==> src/rtl/i2c_fifo_pkg.sv <==
package i2c_fifo_pkg;
  localparam int REG_W = 16;
  localparam int THR_W = 6;
  localparam logic [1:0] ADDR_DATA   = 2'd0;
  localparam logic [1:0] ADDR_CFG    = 2'd1;
  localparam logic [1:0] ADDR_COUNT  = 2'd2;
  localparam logic [1:0] ADDR_STATUS = 2'd3;
  localparam int TX_FLUSH_BIT = 6;
  localparam int RX_FLUSH_BIT = 14;

  typedef struct packed {
    logic txPush;
    logic txPop;
    logic txFlush;
    logic rxPush;
    logic rxPop;
    logic rxFlush;
  } fifoStrobe_t;
endpackage

==> src/rtl/i2c_fifo_ring.sv <==
module i2c_fifo_ring #(
  parameter int DEPTH = 8,
  parameter int LVL_W = 4
) (
  input  logic             clk,
  input  logic             rstN,
  input  logic             flush,
  input  logic             push,
  input  logic             pop,
  input  logic [7:0]       pushData,
  output logic [7:0]       headData,
  output logic [LVL_W-1:0] level
);
  localparam int PTR_W = $clog2(DEPTH);

  logic [7:0]       mem [DEPTH];
  logic [PTR_W-1:0] wrPtr;
  logic [PTR_W-1:0] rdPtr;

  assign headData = mem[rdPtr];

  always_ff @(posedge clk) begin
    if (push && !flush) mem[wrPtr] <= pushData;
  end

  always_ff @(posedge clk or negedge rstN) begin
    if (!rstN) begin
      wrPtr <= '0;
      rdPtr <= '0;
      level <= '0;
    end else if (flush) begin
      wrPtr <= '0;
      rdPtr <= '0;
      level <= '0;
    end else begin
      if (push) wrPtr <= wrPtr + 1'b1;
      if (pop)  rdPtr <= rdPtr + 1'b1;
      level <= level + LVL_W'(push) - LVL_W'(pop);
    end
  end
endmodule

==> src/rtl/i2c_fifo_datapath.sv <==
module i2c_fifo_datapath
  import i2c_fifo_pkg::*;
#(
  parameter int DEPTH = 8,
  parameter int LVL_W = 4
) (
  input  logic             clk,
  input  logic             rstN,
  input  fifoStrobe_t      strobe,
  input  logic [7:0]       txInData,
  input  logic [7:0]       rxInData,
  output logic [7:0]       txHead,
  output logic [7:0]       rxHead,
  output logic [LVL_W-1:0] txLevel,
  output logic [LVL_W-1:0] rxLevel
);
  i2c_fifo_ring #(.DEPTH(DEPTH), .LVL_W(LVL_W)) txRing (
    .clk(clk), .rstN(rstN), .flush(strobe.txFlush), .push(strobe.txPush),
    .pop(strobe.txPop), .pushData(txInData), .headData(txHead), .level(txLevel)
  );

  i2c_fifo_ring #(.DEPTH(DEPTH), .LVL_W(LVL_W)) rxRing (
    .clk(clk), .rstN(rstN), .flush(strobe.rxFlush), .push(strobe.rxPush),
    .pop(strobe.rxPop), .pushData(rxInData), .headData(rxHead), .level(rxLevel)
  );
endmodule

==> src/rtl/i2c_fifo_control.sv <==
module i2c_fifo_control
  import i2c_fifo_pkg::*;
#(
  parameter int DEPTH_CODE = 0,
  parameter int DEPTH      = 8,
  parameter int LVL_W      = 4,
  parameter int CNT_W      = 16
) (
  input  logic             clk,
  input  logic             rstN,
  input  logic             hostWrEn,
  input  logic             hostRdEn,
  input  logic [1:0]       hostAddr,
  input  logic [REG_W-1:0] hostWrData,
  output logic [REG_W-1:0] hostRdData,
  input  logic             engTxPop,
  input  logic             engRxPush,
  output logic [7:0]       engTxData,
  input  logic [7:0]       txHead,
  input  logic [7:0]       rxHead,
  input  logic [LVL_W-1:0] txLevel,
  input  logic [LVL_W-1:0] rxLevel,
  output fifoStrobe_t      strobe,
  output logic             evTxReady,
  output logic             evTxDrain,
  output logic             evRxReady,
  output logic             evRxDrain,
  output logic             evTxUnderflow,
  output logic             evRxOverrun
);
  logic [THR_W-1:0] txThrM1, rxThrM1;
  logic [CNT_W-1:0] countReg, txRemain, rxRemain;
  logic             txEval, rxEval;

  logic txFull, txEmpty, rxFull, rxEmpty;
  logic dataWr, cfgWr, cntWr, dataRd;
  logic [CNT_W-1:0] txThr, rxThr, txFree, rxLvlExt;
  logic txShort, rxShort;

  assign txFull  = txLevel == LVL_W'(DEPTH);
  assign rxFull  = rxLevel == LVL_W'(DEPTH);
  assign txEmpty = txLevel == '0;
  assign rxEmpty = rxLevel == '0;

  assign dataWr = hostWrEn && hostAddr == ADDR_DATA;
  assign cfgWr  = hostWrEn && hostAddr == ADDR_CFG;
  assign cntWr  = hostWrEn && hostAddr == ADDR_COUNT && hostWrData[CNT_W-1:0] != '0;
  assign dataRd = hostRdEn && hostAddr == ADDR_DATA;

  always_comb begin
    strobe.txFlush = cfgWr && hostWrData[TX_FLUSH_BIT];
    strobe.rxFlush = cfgWr && hostWrData[RX_FLUSH_BIT];
    strobe.txPush  = dataWr && !txFull;
    strobe.txPop   = engTxPop && !txEmpty && !strobe.txFlush;
    strobe.rxPush  = engRxPush && !rxFull && !strobe.rxFlush;
    strobe.rxPop   = dataRd && !rxEmpty;
  end

  always_ff @(posedge clk or negedge rstN) begin
    if (!rstN) begin
      txThrM1       <= '0;
      rxThrM1       <= '0;
      countReg      <= '0;
      txRemain      <= '0;
      rxRemain      <= '0;
      txEval        <= 1'b0;
      rxEval        <= 1'b0;
      evTxUnderflow <= 1'b0;
      evRxOverrun   <= 1'b0;
    end else begin
      if (cfgWr) begin
        txThrM1 <= hostWrData[0 +: THR_W];
        rxThrM1 <= hostWrData[8 +: THR_W];
      end
      if (cntWr) begin
        countReg <= hostWrData[CNT_W-1:0];
        txRemain <= hostWrData[CNT_W-1:0];
        rxRemain <= hostWrData[CNT_W-1:0];
      end else begin
        if (strobe.txPush && txRemain != '0) txRemain <= txRemain - 1'b1;
        if (strobe.rxPop && rxRemain != '0)  rxRemain <= rxRemain - 1'b1;
      end
      txEval <= strobe.txPush || strobe.txPop || strobe.txFlush || cntWr;
      rxEval <= strobe.rxPush || strobe.rxPop || strobe.rxFlush || cntWr;
      evTxUnderflow <= (dataWr && txFull) || (engTxPop && txEmpty);
      evRxOverrun   <= engRxPush && rxFull;
    end
  end

  assign txThr    = CNT_W'(txThrM1) + 1'b1;
  assign rxThr    = CNT_W'(rxThrM1) + 1'b1;
  assign txFree   = CNT_W'(DEPTH) - CNT_W'(txLevel);
  assign rxLvlExt = CNT_W'(rxLevel);
  assign txShort  = txRemain != '0 && txRemain < txThr;
  assign rxShort  = rxRemain != '0 && rxRemain < rxThr;

  assign evTxDrain = txEval && txShort && txFree >= txRemain;
  assign evTxReady = txEval && !txShort && txRemain != '0 && txFree >= txThr;
  assign evRxDrain = rxEval && rxShort && rxLvlExt >= rxRemain;
  assign evRxReady = rxEval && !rxShort && rxRemain != '0 && rxLvlExt >= rxThr;

  assign engTxData = txEmpty ? 8'h00 : txHead;

  always_comb begin
    unique case (hostAddr)
      ADDR_DATA:   hostRdData = rxEmpty ? '0 : {8'h00, rxHead};
      ADDR_CFG:    hostRdData = {2'b00, rxThrM1, 2'b00, txThrM1};
      ADDR_COUNT:  hostRdData = REG_W'(countReg);
      default:     hostRdData = {2'(DEPTH_CODE), 6'(rxLevel), 2'b00, 6'(txLevel)};
    endcase
  end
endmodule

==> src/rtl/i2c_xfer_fifo.sv <==
module i2c_xfer_fifo
  import i2c_fifo_pkg::*;
#(
  parameter int DEPTH_CODE = 0,
  parameter int CNT_W      = 16
) (
  input  logic        clk,
  input  logic        rstN,
  input  logic        hostWrEn,
  input  logic        hostRdEn,
  input  logic [1:0]  hostAddr,
  input  logic [15:0] hostWrData,
  output logic [15:0] hostRdData,
  input  logic        engTxPop,
  output logic [7:0]  engTxData,
  input  logic        engRxPush,
  input  logic [7:0]  engRxData,
  output logic        evTxReady,
  output logic        evTxDrain,
  output logic        evRxReady,
  output logic        evRxDrain,
  output logic        evTxUnderflow,
  output logic        evRxOverrun
);
  localparam int DEPTH = 8 << DEPTH_CODE;
  localparam int LVL_W = $clog2(DEPTH) + 1;

  fifoStrobe_t      strobe;
  logic [7:0]       txHead, rxHead;
  logic [LVL_W-1:0] txLevel, rxLevel;

  i2c_fifo_control #(
    .DEPTH_CODE(DEPTH_CODE), .DEPTH(DEPTH), .LVL_W(LVL_W), .CNT_W(CNT_W)
  ) ctrl (
    .clk(clk), .rstN(rstN), .hostWrEn(hostWrEn), .hostRdEn(hostRdEn),
    .hostAddr(hostAddr), .hostWrData(hostWrData), .hostRdData(hostRdData),
    .engTxPop(engTxPop), .engRxPush(engRxPush), .engTxData(engTxData),
    .txHead(txHead), .rxHead(rxHead), .txLevel(txLevel), .rxLevel(rxLevel),
    .strobe(strobe), .evTxReady(evTxReady), .evTxDrain(evTxDrain),
    .evRxReady(evRxReady), .evRxDrain(evRxDrain),
    .evTxUnderflow(evTxUnderflow), .evRxOverrun(evRxOverrun)
  );

  i2c_fifo_datapath #(.DEPTH(DEPTH), .LVL_W(LVL_W)) dp (
    .clk(clk), .rstN(rstN), .strobe(strobe), .txInData(hostWrData[7:0]),
    .rxInData(engRxData), .txHead(txHead), .rxHead(rxHead),
    .txLevel(txLevel), .rxLevel(rxLevel)
  );
endmodule

==> config.mk <==
export PLATFORM = sky130hd
export DESIGN_NAME = i2c_xfer_fifo
export DESIGN_NICKNAME = d
export VERILOG_FILES = /design/src/rtl/i2c_fifo_pkg.sv /design/src/rtl/i2c_fifo_ring.sv /design/src/rtl/i2c_fifo_datapath.sv /design/src/rtl/i2c_fifo_control.sv /design/src/rtl/i2c_xfer_fifo.sv
export SDC_FILE = /design/constraint.sdc
export NUM_CORES = 1
export LEC_CHECK = 0
export BUFFER_PORTS_ARGS = -buffer_cell sky130_fd_sc_hd__clkbuf_2
export CAP_MARGIN = 40
export CORE_MARGIN = 2
export CORE_UTILIZATION = 55
export CTS_BUF_LIST = sky130_fd_sc_hd__clkbuf_8
export DETAILED_ROUTE_END_ITERATION = 8
export PLACE_DENSITY = 0.7
export SLEW_MARGIN = 25
export SYNTH_ARGS = -nofsm -noshare
export SYNTH_HDL_FRONTEND = slang
export SYNTH_SLANG_ARGS = --single-unit
==> constraint.sdc <==
create_clock -name clk -period 4.2 [get_ports clk]
set_clock_uncertainty 0.2 [all_clocks]
set_input_delay 0.42 -clock clk [delete_from_list [all_inputs] [get_ports clk]]
set_output_delay 0.42 -clock clk [all_outputs]
set_load 0.005 [all_outputs]
; ---- After elaboration in Yosys (flattened, before gate mapping)
; Memory sizes are Yosys's and may differ from the RTL's.
; Index checks and enable logic that the tools add are counted.
[totals]
ff_bits = 84
ramBits = 128
inputBits = 32
out_inout_bits = 30
wordCells = 120
n_memories = 2
[mem_list]
columns = memory, depth, word_bits, rd, rd_ports_with_merged_regs, write_ports, line
row1 = dp.rxRing.mem, 8, 8, 1, 0, 1, i2c_fifo_ring.sv:16  ; logic [7:0] mem [DEPTH];
row2 = dp.txRing.mem, 8, 8, 1, 0, 1, i2c_fifo_ring.sv:16
[op_classes]
n_addsub = 13
magnitude_cmp = 6
n_eq_ne = 4
n_mux = 21
reduce_logical = 59
[op_table]
columns = cell, count
row1 = $mux W16, 4
row2 = $pmux W16 S3, 1
row3 = $reduce_bool A16 Y1, 3
row4 = $ge A16 B16 Y1, 2
row5 = $ge A4 B16 Y1, 2
row6 = $logic_and A1 B1 Y1, 32
row7 = $lt A16 B16 Y1, 2
row8 = $sub A16 B1 Y16 const B, 2
row9 = $mux W3, 8
row10 = $mux W8, 2
row11 = $add A6 B1 Y7 const B, 2
row12 = $add A3 B1 Y3 const B, 4
row13 = $reduce_bool A2 Y1, 6
row14 = $add A4 B1 Y4, 2
row15 = $eq A4 B4 Y1 const B, 2
row16 = $logic_not A1 Y1, 8
row17 = $logic_not A4 Y1, 2
row18 = $mux W4, 2
row19 = $sub A4 B1 Y4, 2
row20 = $logic_or A1 B1 Y1, 7
row21 = $sub A4 B4 Y5 const A, 1
row22 = $mux W1, 4
row23 = $eq A2 B1 Y1 const B, 1
row24 = $eq A2 B2 Y1 const B, 1
row25 = $logic_not A2 Y1, 1

; ---- Longest topological paths before layout
; Gate-level depths: netlist of the first run.
[depth]
depth_word = 8
mapped_depth = 13
depth_no_buf = 13

; ---- Cells and area by module
; A second synthesis of the first run with hierarchy kept.
[hier_totals]
hier_cells = 858
area_unflattened_um2 = 10661.5
[by_module_without_submodules]
columns = module, n_inst, cells_per_inst, area_per_inst_um2, seq_area_each_um2
row1 = i2c_fifo_ring, 2, 154, 3062.9, 2172.1
row2 = i2c_fifo_control, 1, 550, 4535.6, 1601.5

; ---- Worst setup path before layout of the first run
; OpenSTA, ideal clock, no wires.
[synth_path]
path_type = register to output
from = register dp.txRing.level[1]
to = output port evTxDrain
t_arrival_ns = 2.585
required_time_ns = 3.580
slack_ns = 0.995
stages_incl_launch_ff = 10
path_cell_list = dfrtp_1 inv_1 ha_1 a21oi_1 ha_1 a211oi_1 o21bai_1 a2111oi_0 o22ai_1 nor2b_1
[synth_between]
elab_chain_cells = 3
[synth_rtl]
columns = item, line
row1 = "start, declared", i2c_fifo_ring.sv:12  ; output logic [LVL_W-1:0] level
row2 = "start signal, assigned", i2c_fifo_ring.sv:38  ; level <= level + LVL_W'(push) - LVL_W'(pop);
row3 = $sub A4 B4 Y5, i2c_fifo_control.sv:92  ; assign txFree = CNT_W'(DEPTH) - CNT_W'(txLevel);
row4 = $ge A16 B16 Y1, i2c_fifo_control.sv:97  ; assign evTxDrain = txEval && txShort && txFree >= txRemain;
row5 = $logic_and A1 B1 Y1, i2c_fifo_control.sv:97
row6 = "end, declared", i2c_xfer_fifo.sv:19  ; output logic evTxDrain,
; No other way between the ends.

; ---- Worst setup path after layout of the first run
; Same ends and word-level chain as after synthesis.

==> results of run 1 <==
==> cell usage in the layout, fill, tap and decap left out, types with 5 or more instances in the layout <==
| cell type | synthesis | layout |
|---|---|---|
| or3_1 | 5 | 5 |
| o311ai_0 | 15 | 15 |
| a21oi_1 | 21 | 21 |
| clkbuf_2 | 1 | 60 |
| a21o_1 | 7 | 7 |
| mux2_2 | 16 | 16 |
| o21a_1 | 6 | 6 |
| o21ai_0 | 14 | 14 |
| mux2i_1 | 17 | 17 |
| dfrtp_1 | 84 | 84 |
| inv_1 | 41 | 52 |
| or4_1 | 8 | 8 |
| a22o_1 | 7 | 7 |
| nor2b_1 | 10 | 10 |
| dlygate4sd3_1 | 0 | 18 |
| nand2b_1 | 8 | 8 |
| nor2_1 | 48 | 48 |
| nand3_1 | 35 | 35 |
| o211ai_1 | 20 | 20 |
| clkinv_1 | 1 | 8 |
| and2_1 | 6 | 6 |
| and3_1 | 9 | 9 |
| o22ai_1 | 7 | 7 |
| nor4_1 | 7 | 7 |
| mux4_2 | 32 | 32 |
| nand2_1 | 86 | 86 |
| edfxtp_1 | 128 | 128 |
| xnor2_1 | 10 | 10 |
| ha_1 | 61 | 61 |
| nand4_1 | 8 | 8 |
| xor2_1 | 16 | 16 |
| clkbuf_8 | 0 | 37 |
| nor3_1 | 15 | 15 |
| buf_4 | 0 | 22 |
==> area by class of cell <==
| class | count | area (sq um) | share of cell area [%] |
|---|---|---|---|
| clock buffer | 37 | 509 | 4.23 |
| clock inverter | 26 | 141 | 1.17 |
| inverter | 42 | 158 | 1.31 |
| multi-input combinational | 540 | 4290 | 35.7 |
| sequential | 212 | 5950 | 49.4 |
| tap | 234 | 293 | 2.43 |
| timing repair buffer | 104 | 694 | 5.77 |
==> kinds of logic after synthesis <==
family                     Yosys count  share of synthesized area [%]
and+or+nand+nor                    267                           12.9
DFF                                212                           56.5
AOI/OAI and AO/OA                  119                           7.94
buffers and inverters               73                           2.76
muxes                               65                           10.2
adders and majority gates           63                           7.63
xor gates and xnor gates            26                           2.16
==> worst max path at each step <==
stage,startpoint,end,cells after the start
global placement,hostAddr[0],dp.rxRing.mem[2][4],6
floorplan,dp.txRing.level[1],evTxDrain,9
global route,dp.txRing.level[1],evTxDrain,11
finish,dp.txRing.level[1],evTxDrain,11
CTS,dp.txRing.level[1],evTxDrain,11
detailed placement,dp.txRing.level[1],evTxDrain,11
==> power breakdown <==
part | total (uW) | switching [uW] | internal (uW)
registers | 2970 | 415 | 2550
clock network | 1690 | 811 | 883
logic | 2550 | 1300 | 1250
total | 7210 | 2520 | 4690
==> layer usage <==
| layer | share of wire (%) | global-route usage (%) | vias up |
|---|---|---|---|
| li1 | - | - | 3337 |
| met1 | 45 | 37.0 | 3691 |
| met2 | 46 | 39.2 | 281 |
| met3 | 5.8 | 4.31 | 52 |
| met4 | 2.6 | 8.08 | 0 |
| met5 | 0 | 0 | - |
==> flip-flops by register name, summed over array words and instances (netlist names), 3 cells and up <==
signal,count
dp.rxRing.rdPtr,3
dp.txRing.rdPtr,3
ctrl.countReg,16
ctrl.txRemain,16
dp.rxRing.wrPtr,3
dp.txRing.level,4
dp.rxRing.level,4
dp.txRing.mem,64
ctrl.rxThrM1,6
dp.txRing.wrPtr,3
ctrl.txThrM1,6
ctrl.rxRemain,16
dp.rxRing.mem,64
==> timing repair <==
item | CTS | global route
resized for setup | 0 | 0
endpoints found under the hold margin | 120 | 0
hold buffers | 18 | 0
==> through the flow <==
stage          utilization (%)  std cells  hold slack, ns  worst slack (ns)  area [sq um]
2_1_floorplan                -        825         -0.0756             0.995         10500
3_3_place_gp              59.3       1107           0.250              1.13         11100
3_5_place_dp              59.4       1108           0.265             0.904         11100
4_1_cts                   63.8       1189          0.0655             0.335         12000
5_1_grt                   64.1       1195          0.0901            0.0540         12000
6_report                  64.1       1195          0.0827             0.363         12000
==> flow_metrics.env, run 1 <==
export IMPL_worst_pin_slew_ns=0.833
export IMPL_die_x_um=142
export IMPL_critical_path_cell_chain="inv_1 -> ha_1 -> a21oi_1 -> buf_4 -> ha_1 -> a211oi_1 -> o21bai_1 -> a2111oi_0 -> o22ai_1 -> nor2b_1 -> clkbuf_2"
export IMPL_nFillCells=1441
export IMPL_post_cts_buffers=0
export IMPL_avgSynthCellArea_sq_um=12.8
export IMPL_critPathSlowestCell="dfrtp_1"
export IMPL_grt_pass1_wl_mm=39.3
export IMPL_hold_path_startpoint="hostWrData[2]"
export IMPL_power_density_mw_per_mm2=599
export IMPL_hold_viol_final=0
export IMPL_fin_nets=1031
export IMPL_grt_pass1_vias=7280
export IMPL_cp_max_fo=13
export IMPL_path_clk_slew_ns=0.06
export IMPL_timing_rr_end="dp.rxRing.level[2]"
export IMPL_rsz0062_at_grt="no"
export IMPL_crit_path_max_incr_delay_ns=0.40
export IMPL_synth_ff_type="edfxtp_1"
export IMPL_synthTopCellsByCount="edfxtp_1 (128), nand2_1 (86), dfrtp_1 (84)"
export IMPL_syn_inst=825
export IMPL_grt_max_degree=48
export IMPL_hold_path_class="in -> reg"
export IMPL_ant_nets=0
export IMPL_cp_num_buf_inv=3
export IMPL_status="finished clean"
export IMPL_drt_first_pass_iters=6
export IMPL_overflow=0
export IMPL_path_class="reg -> out"
export IMPL_core_sq_mm=0.0188
export IMPL_yosysTopAreaCellShare_pct=36.5
export IMPL_start_util_pct=56.1
export IMPL_cpMostUsedCell="ha_1"
export IMPL_cts_root_buffer="clkbuf_8"
export IMPL_setup_viol=0
export IMPL_synthTopCellsByArea="edfxtp_1 (37%), dfrtp_1 (20%), ha_1 (7.2%), mux4_2 (6.8%), nand2_1 (3.1%)"
export IMPL_max_clock_path_buffers=3
export IMPL_vias=7361
export IMPL_via_per_inst=6.16
export IMPL_cts_tree="done"
export IMPL_drt_iter0_markers=514
export IMPL_worstRegToRegCells=11
export IMPL_min_to="dp.txRing.mem[7][2]"
export IMPL_antenna_found_initial=0
export IMPL_syn2layout_area_growth_pct=14.3
export IMPL_crit_family="compound AO/OA/AOI/OAI gates"
export IMPL_p_leak_uw=0.00486
export IMPL_clkLatencyLatePin_ns=0.52
export IMPL_fin_setup_tns_ns=0
export IMPL_holdPathStages=1
export IMPL_synth_edf_count=128
export IMPL_numPortBuffers=61
export IMPL_design_power_total_uw=7210
export IMPL_yosysUniqueCellTypes=63
export IMPL_drc=0
export IMPL_cts_buffers=36
export IMPL_h_tree_depth=2
export IMPL_place_congestion=0.880
export IMPL_wl_mm=25.0
export IMPL_die_h_um=142
export IMPL_ff2ff_setup_slack_ns=1.07
export IMPL_antenna_cells=0
export IMPL_fin_crit_sh_pct=91.4
export IMPL_wl_per_cell_um=20.9
export IMPL_grtUsageTotal_pct=25.3
export IMPL_dieArea_sq_mm=0.0203
export IMPL_ys_seq_area_share_pct=56.5
export IMPL_ioPinCount=62
export IMPL_arrival_ns=3.22
export IMPL_reg2reg_from="dp.rxRing.level[2]"
export IMPL_synthArstFlopShare_pct=39.6
export IMPL_crit_required_ns=3.58
export IMPL_synth_area_sq_mm=0.0105
export IMPL_yosysMostFrequentCell="edfxtp_1"
export IMPL_hpwl_mm=17.5
export IMPL_fmax_mhz=261
export IMPL_crit_path_end_kind="output port"
export IMPL_drive_gt1_share_pct=20.0
export IMPL_slew_violations=0
export IMPL_syn_nets=920
export IMPL_ys_ff_latch=212
export IMPL_max_cap_violations=0
export IMPL_rows=50
export IMPL_max_vdd_ir_drop_uv=436
export IMPL_start_kind="register"
export IMPL_maxSlewHeadroom_pct=44.4
export IMPL_synth_area_leader_cell="edfxtp_1"
export IMPL_clkSinkCount=212
export IMPL_yosysWarnings=0
export IMPL_final_min_clock_period_ns=3.84
(Power assumes the default switching activity.)
==> run 2: changes to the inputs <==
--- a/config.mk
+++ b/config.mk
@@ -9,7 +9,7 @@
 export CAP_MARGIN = 40
 export CORE_MARGIN = 2
 export CORE_UTILIZATION = 55
-export CTS_BUF_LIST = sky130_fd_sc_hd__clkbuf_8
+export CTS_BUF_LIST = sky130_fd_sc_hd__clkbuf_8 sky130_fd_sc_hd__clkbuf_16
 export DETAILED_ROUTE_END_ITERATION = 8
 export PLACE_DENSITY = 0.7
 export SLEW_MARGIN = 25
==> run 2 against run 1 <==
Maximum frequency up 0.19%. Critical path depth unchanged. Global-route usage down 0.33 points. Die area unchanged. Design area down 0.79%. Flip-flop and latch count unchanged. Sequential power about the same. Non-clock buffer count down 12. Wire length down 0.60%. Via count down 2.3%. Worst hold slack worse by 0.068 ns. Critical path type unchanged. Critical endpoint unchanged. Largest cell class unchanged.
==> flow_metrics.env, run 2 (synthesis results as in run 1) <==
export IMPL_grt_pass1_wl_mm=39.2
export IMPL_antenna_cells=0
export IMPL_rows=50
export IMPL_grt_pass1_vias=7166
export IMPL_antenna_found_initial=0
export IMPL_hold_viol_final=0
export IMPL_start_kind="register"
export IMPL_vias=7193
export IMPL_via_per_inst=6.20
export IMPL_max_vdd_ir_drop_uv=344
export IMPL_wl_per_cell_um=21.4
export IMPL_numPortBuffers=61
export IMPL_crit_family="compound AO/OA/AOI/OAI gates"
export IMPL_p_leak_uw=0.00479
export IMPL_die_x_um=142
export IMPL_cts_root_buffer="clkbuf_16"
export IMPL_fmax_mhz=261
export IMPL_critical_path_cell_chain="inv_1 -> ha_1 -> a21oi_1 -> buf_4 -> ha_1 -> a211oi_1 -> o21bai_1 -> a2111oi_0 -> o22ai_1 -> nor2b_1 -> clkbuf_2"
export IMPL_worst_slack_ns=0.370
export IMPL_status="finished clean"
export IMPL_fin_nets=1006
export IMPL_place_congestion=0.880
export IMPL_power_frac_comb_pct=34.8
export IMPL_drc=0
export IMPL_clkSinkCount=212
export IMPL_top_regs="dp.rxRing.mem x64, dp.txRing.mem x64"
export IMPL_cp_max_fo=13
export IMPL_cts_tree="done"
export IMPL_final_min_clock_period_ns=3.83
export IMPL_crit_required_ns=3.58
export IMPL_drive_gt1_share_pct=18.9
export IMPL_fin_setup_tns_ns=0
export IMPL_path_clk_slew_ns=0.06
export IMPL_core_sq_mm=0.0188
export IMPL_drt_first_pass_iters=5
export IMPL_ioPinCount=62
export IMPL_clkLatencyLatePin_ns=0.50
export IMPL_max_clock_path_buffers=3
export IMPL_grt_max_degree=48
export IMPL_grtUsageTotal_pct=25.0
export IMPL_hold_path_class="in -> reg"
export IMPL_path_class="reg -> out"
export IMPL_drt_iter0_markers=518
export IMPL_swShare_pct=34.1
export IMPL_dp_cells=1108
export IMPL_post_cts_buffers=0
export IMPL_maxSlewHeadroom_pct=44.0
export IMPL_hpwl_mm=17.5
export IMPL_power_share_clock_pct=24.6
export IMPL_slew_violations=0
export IMPL_critPathSlowestCell="dfrtp_1"
export IMPL_max_cap_violations=0
export IMPL_cts_buffers=23
export IMPL_die_h_um=142
export IMPL_h_tree_depth=1
export IMPL_crit_path_max_incr_delay_ns=0.40
export IMPL_rsz0062_at_grt="no"
export IMPL_worst_pin_slew_ns=0.839
export IMPL_final_cell_mix="edfxtp_1 (128), nand2_1 (86), dfrtp_1 (84)"
export IMPL_pre_cts_slack_ns=0.904
export IMPL_dieArea_sq_mm=0.0203
export IMPL_p_int_uw=4820
export IMPL_arrival_ns=3.21
export IMPL_ant_nets=0
export IMPL_p_seq_share_pct=40.6
export IMPL_wl_mm=24.8
export IMPL_layout_commonest_cell="edfxtp_1"
export IMPL_crit_path_end_kind="output port"
export IMPL_overflow=0
export IMPL_fin_util_pct=63.6
export IMPL_start_util_pct=56.1
export IMPL_cp_num_buf_inv=3
export IMPL_cpMostUsedCell="ha_1"
export IMPL_setup_viol=0
export IMPL_layout_cells_non_filler=1161
export IMPL_fin_crit_sh_pct=91.2
export IMPL_p_switching_uw=2490
export IMPL_power_density_mw_per_mm2=613
export IMPL_syn2layout_area_growth_pct=13.4
export IMPL_nFillCells=1431
export IMPL_whs_ns=0.0148
-- run 2: cell types whose count changed in the layout (fill, tap and decap cells not counted) --
cell           before  now
bufinv_16           1    0
clkinv_2            4    0
inv_1              52   48
clkbuf_16           0   23
dlygate4sd3_1      18    6
clkinv_1            8    7
clkbuf_8           37    2
-- run 2: cell type report --
cell class,count,area [sq um],share of cell area (%)
clock buffer,25,603,5.05
clock inverter,16,72.6,0.608
inverter,42,158,1.32
multi-input combinational,540,4290,36.0
sequential,212,5950,49.8
tap,234,293,2.45
timing repair buffer,92,574,4.81
-- run 2: metrics by stage --
step | cell area, sq um | total power [uW]
floorplan | 10500 | 4700
global placement | 11100 | 5350
detailed placement | 11100 | 5490
CTS | 11900 | 7300
global route | 11900 | 7790
finish | 11900 | 7310
-- run 2: repair_timing --
| item | CTS | global route |
|---|---|---|
| hold buffers | 6 | 0 |
| endpoints found under the hold margin | 65 | 0 |
| gates resized for setup | 0 | 0 |
-- run 2: layer usage --
layer,vias to the layer above,global-route usage [%],share of wire [%]
met5,-,0,0
met3,37,3.57,6.4
met1,3604,36.8,45
met4,0,6.46,2.3
met2,259,39.7,46
li1,3293,-,-
-- run 2: path summary, 6_finish.rpt --
check	cells past startpoint	end	from	slack [ns]
worst min register to register	2	ctrl.countReg[3]	ctrl.countReg[3]	0.28
max in group asynchronous	3	dp.rxRing.wrPtr[1]	rstN	2.59
min in group asynchronous	2	ctrl.txRemain[15]	rstN	0.28
worst max-delay path	11	evTxDrain	dp.txRing.level[1]	0.37
worst min-delay path	1	dp.rxRing.mem[2][6]	engRxData[6]	0.01
worst max register to register	11	dp.rxRing.level[2]	dp.rxRing.level[2]	1.06
-- run 2: power groups by stage --
stage	registers [uW]	logic [uW]	clock network, uW
2_1_floorplan	2800	1900	0
3_3_place_gp	3040	2300	0
3_5_place_dp	3070	2410	0
4_1_cts	3040	2440	1830
5_1_grt	3010	2870	1900
6_report	2970	2550	1800
==> run 3: changes to the inputs <==
--- a/config.mk
+++ b/config.mk
@@ -11,7 +11,7 @@
 export CORE_UTILIZATION = 55
 export CTS_BUF_LIST = sky130_fd_sc_hd__clkbuf_8 sky130_fd_sc_hd__clkbuf_16
 export DETAILED_ROUTE_END_ITERATION = 8
-export PLACE_DENSITY = 0.7
+export PLACE_DENSITY_LB_ADDON = 0.12
 export SLEW_MARGIN = 25
 export SYNTH_ARGS = -nofsm -noshare
 export SYNTH_HDL_FRONTEND = slang
==> run 3 against run 2 <==
Combinational power about the same. First-iteration DRC count up 53%. Sequential share of layout area down 0.68 points. Critical endpoint unchanged. Largest cell class unchanged. Highest routed layer unchanged.
==> flow_metrics.env, run 3 (synthesis results as in run 1) <==
export IMPL_place_congestion=0.889
export IMPL_antenna_cells=0
export IMPL_grtUsageMet2_pct=40.3
export IMPL_cts_repair_resized=0
export IMPL_wl_per_cell_um=21.3
export IMPL_max_clock_path_buffers=3
export IMPL_crit_path_max_incr_delay_ns=0.41
export IMPL_arrival_ns=3.21
export IMPL_fmax_mhz=261
export IMPL_final_min_clock_period_ns=3.83
export IMPL_worst_pin_slew_ns=0.813
export IMPL_vias=7257
export IMPL_rsz0062_at_grt="no"
export IMPL_cts_tree="done"
export IMPL_fin_util_pct=64.5
export IMPL_grt_max_degree=51
export IMPL_max_cap_violations=0
export IMPL_cpMostUsedCell="ha_1"
export IMPL_cp_max_fo=13
export IMPL_grtUsageTotal_pct=25.0
export IMPL_use_met3_pct=2.93
export IMPL_drc=0
export IMPL_h_tree_depth=1
export IMPL_max_vdd_ir_drop_uv=349
export IMPL_status="finished clean"
export IMPL_die_h_um=142
export IMPL_maxSlewHeadroom_pct=45.6
export IMPL_top_regs="dp.rxRing.mem x64, dp.txRing.mem x64"
export IMPL_crit_path_end_kind="output port"
export IMPL_crit_required_ns=3.58
export IMPL_fin_setup_tns_ns=0
export IMPL_final_cell_mix="edfxtp_1 (128), nand2_1 (86), dfrtp_1 (84)"
export IMPL_drt_iter0_markers=792
export IMPL_setup_viol=0
export IMPL_syn2layout_area_growth_pct=15.0
export IMPL_p_leak_uw=0.00486
export IMPL_cts_root_buffer="clkbuf_16"
export IMPL_fin_crit_sh_pct=91.1
export IMPL_core_sq_mm=0.0188
export IMPL_crit_family="compound AO/OA/AOI/OAI gates"
export IMPL_antenna_found_initial=0
export IMPL_nFillCells=1387
export IMPL_slew_violations=0
export IMPL_clkLatencyLatePin_ns=0.52
export IMPL_hpwl_mm=17.3
export IMPL_layout_commonest_cell="edfxtp_1"
export IMPL_grt_pass1_wl_mm=39.1
export IMPL_hold_path_class="in -> reg"
export IMPL_drt_first_pass_iters=5
export IMPL_wl_mm=24.8
export IMPL_grt_pass1_vias=7075
export IMPL_die_x_um=142
export IMPL_seq_area_sq_mm=0.00595
export IMPL_start_kind="register"
export IMPL_hold_viol_final=0
export IMPL_drive_gt1_share_pct=19.4
export IMPL_critical_path_cell_chain="inv_1 -> ha_1 -> a21oi_1 -> buf_4 -> ha_1 -> a211oi_1 -> o21bai_1 -> a2111oi_0 -> o22ai_1 -> nor2b_1 -> clkbuf_2"
export IMPL_fin_nets=1012
export IMPL_clkSinkCount=212
export IMPL_cts_buffers=23
export IMPL_multiInputGateArea_sq_mm=0.00429
export IMPL_fin_area_sq_mm=0.0121
export IMPL_ant_nets=0
export IMPL_layout_cells_non_filler=1168
export IMPL_start_util_pct=56.1
export IMPL_gr_usage_met1_pct=36.6
export IMPL_ioPinCount=62
export IMPL_dp_cells=1104
export IMPL_numPortBuffers=61
export IMPL_cp_num_buf_inv=3
export IMPL_grt_busiest_layer="met2"
export IMPL_via_per_inst=6.21
export IMPL_critPathSlowestCell="a2111oi_0"
export IMPL_path_class="reg -> out"
export IMPL_overflow=0
export IMPL_postPlaceCellArea_sq_mm=0.0111
export IMPL_rows=50
export IMPL_dieArea_sq_mm=0.0203
export IMPL_power_density_mw_per_mm2=621
export IMPL_path_clk_slew_ns=0.06
[run 3: cell count changes in the layout (fill, tap and decap cells not counted), sizes merged]
cell	previous run	this run
buf	25	23
bufinv	0	2
clkbuf	86	85
clkinv	7	13
clkinvlp	2	0
dlygate4sd3	6	15
inv	49	44
[run 3: final timing paths]
check                                        start                  to  slack, ns  cells after the start
worst max-delay path            dp.txRing.level[1]           evTxDrain       0.37                     11
worst min-delay path                hostWrData[10]     ctrl.rxThrM1[2]       0.02                      2
worst max register to register  dp.rxRing.level[2]  dp.rxRing.level[2]       1.02                     11
worst min register to register   ctrl.countReg[15]   ctrl.countReg[15]       0.28                      2
max in group asynchronous                     rstN    ctrl.txRemain[1]       2.55                      3
min in group asynchronous                     rstN  dp.txRing.rdPtr[1]       0.28                      2
[run 3: layout make-up]
type | instances | share of cell area (%)
Sequential cell | 212 | 49.1
Multi-Input combinational cell | 540 | 35.5
Timing Repair Buffer | 98 | 5.41
Clock buffer | 25 | 5.07
Tap cell | 234 | 2.42
Inverter | 42 | 1.30
Clock inverter | 17 | 1.22
[run 3: metal layers]
layer  wire [um]  up-vias
li1            -     3300
met2       11700      290
met3        1600       42
met5           0        -
met1       11000     3625
met4         531        0
[run 3: stage by stage]
step                worst slack [ns]  hold slack [ns]  power (uW)
floorplan                      0.995          -0.0756        4700
global placement                1.04            0.249        5370
detailed placement             0.913            0.264        5490
CTS                            0.351          0.00268        7530
global route                   0.182           0.0200        8000
finish                         0.373           0.0150        7520
[run 3: power by group]
| part | switching [uW] | internal [uW] |
|---|---|---|
| combinational | 1290 | 1240 |
| sequential | 425 | 2550 |
| clock | 831 | 1190 |
[run 3: worst register-to-register path, cell delays in order (launching register included)]
cell and delay [ns]:
dfrtp_1 0.42, inv_1 0.12, ha_1 0.16, or3b_2 0.45
nand3_1 0.21, clkinv_1 0.28, ha_1 0.37, inv_1 0.04
ha_1 0.21, fa_1 0.38, xnor2_1 0.15, nor2_1 0.06
[run 3: timing repair]
action / CTS / global route
hold buffers: 15 / 0
endpoints found under the setup margin: 0 / 0
endpoints found under the hold margin: 117 / 0
buffers inserted: 0 / 0
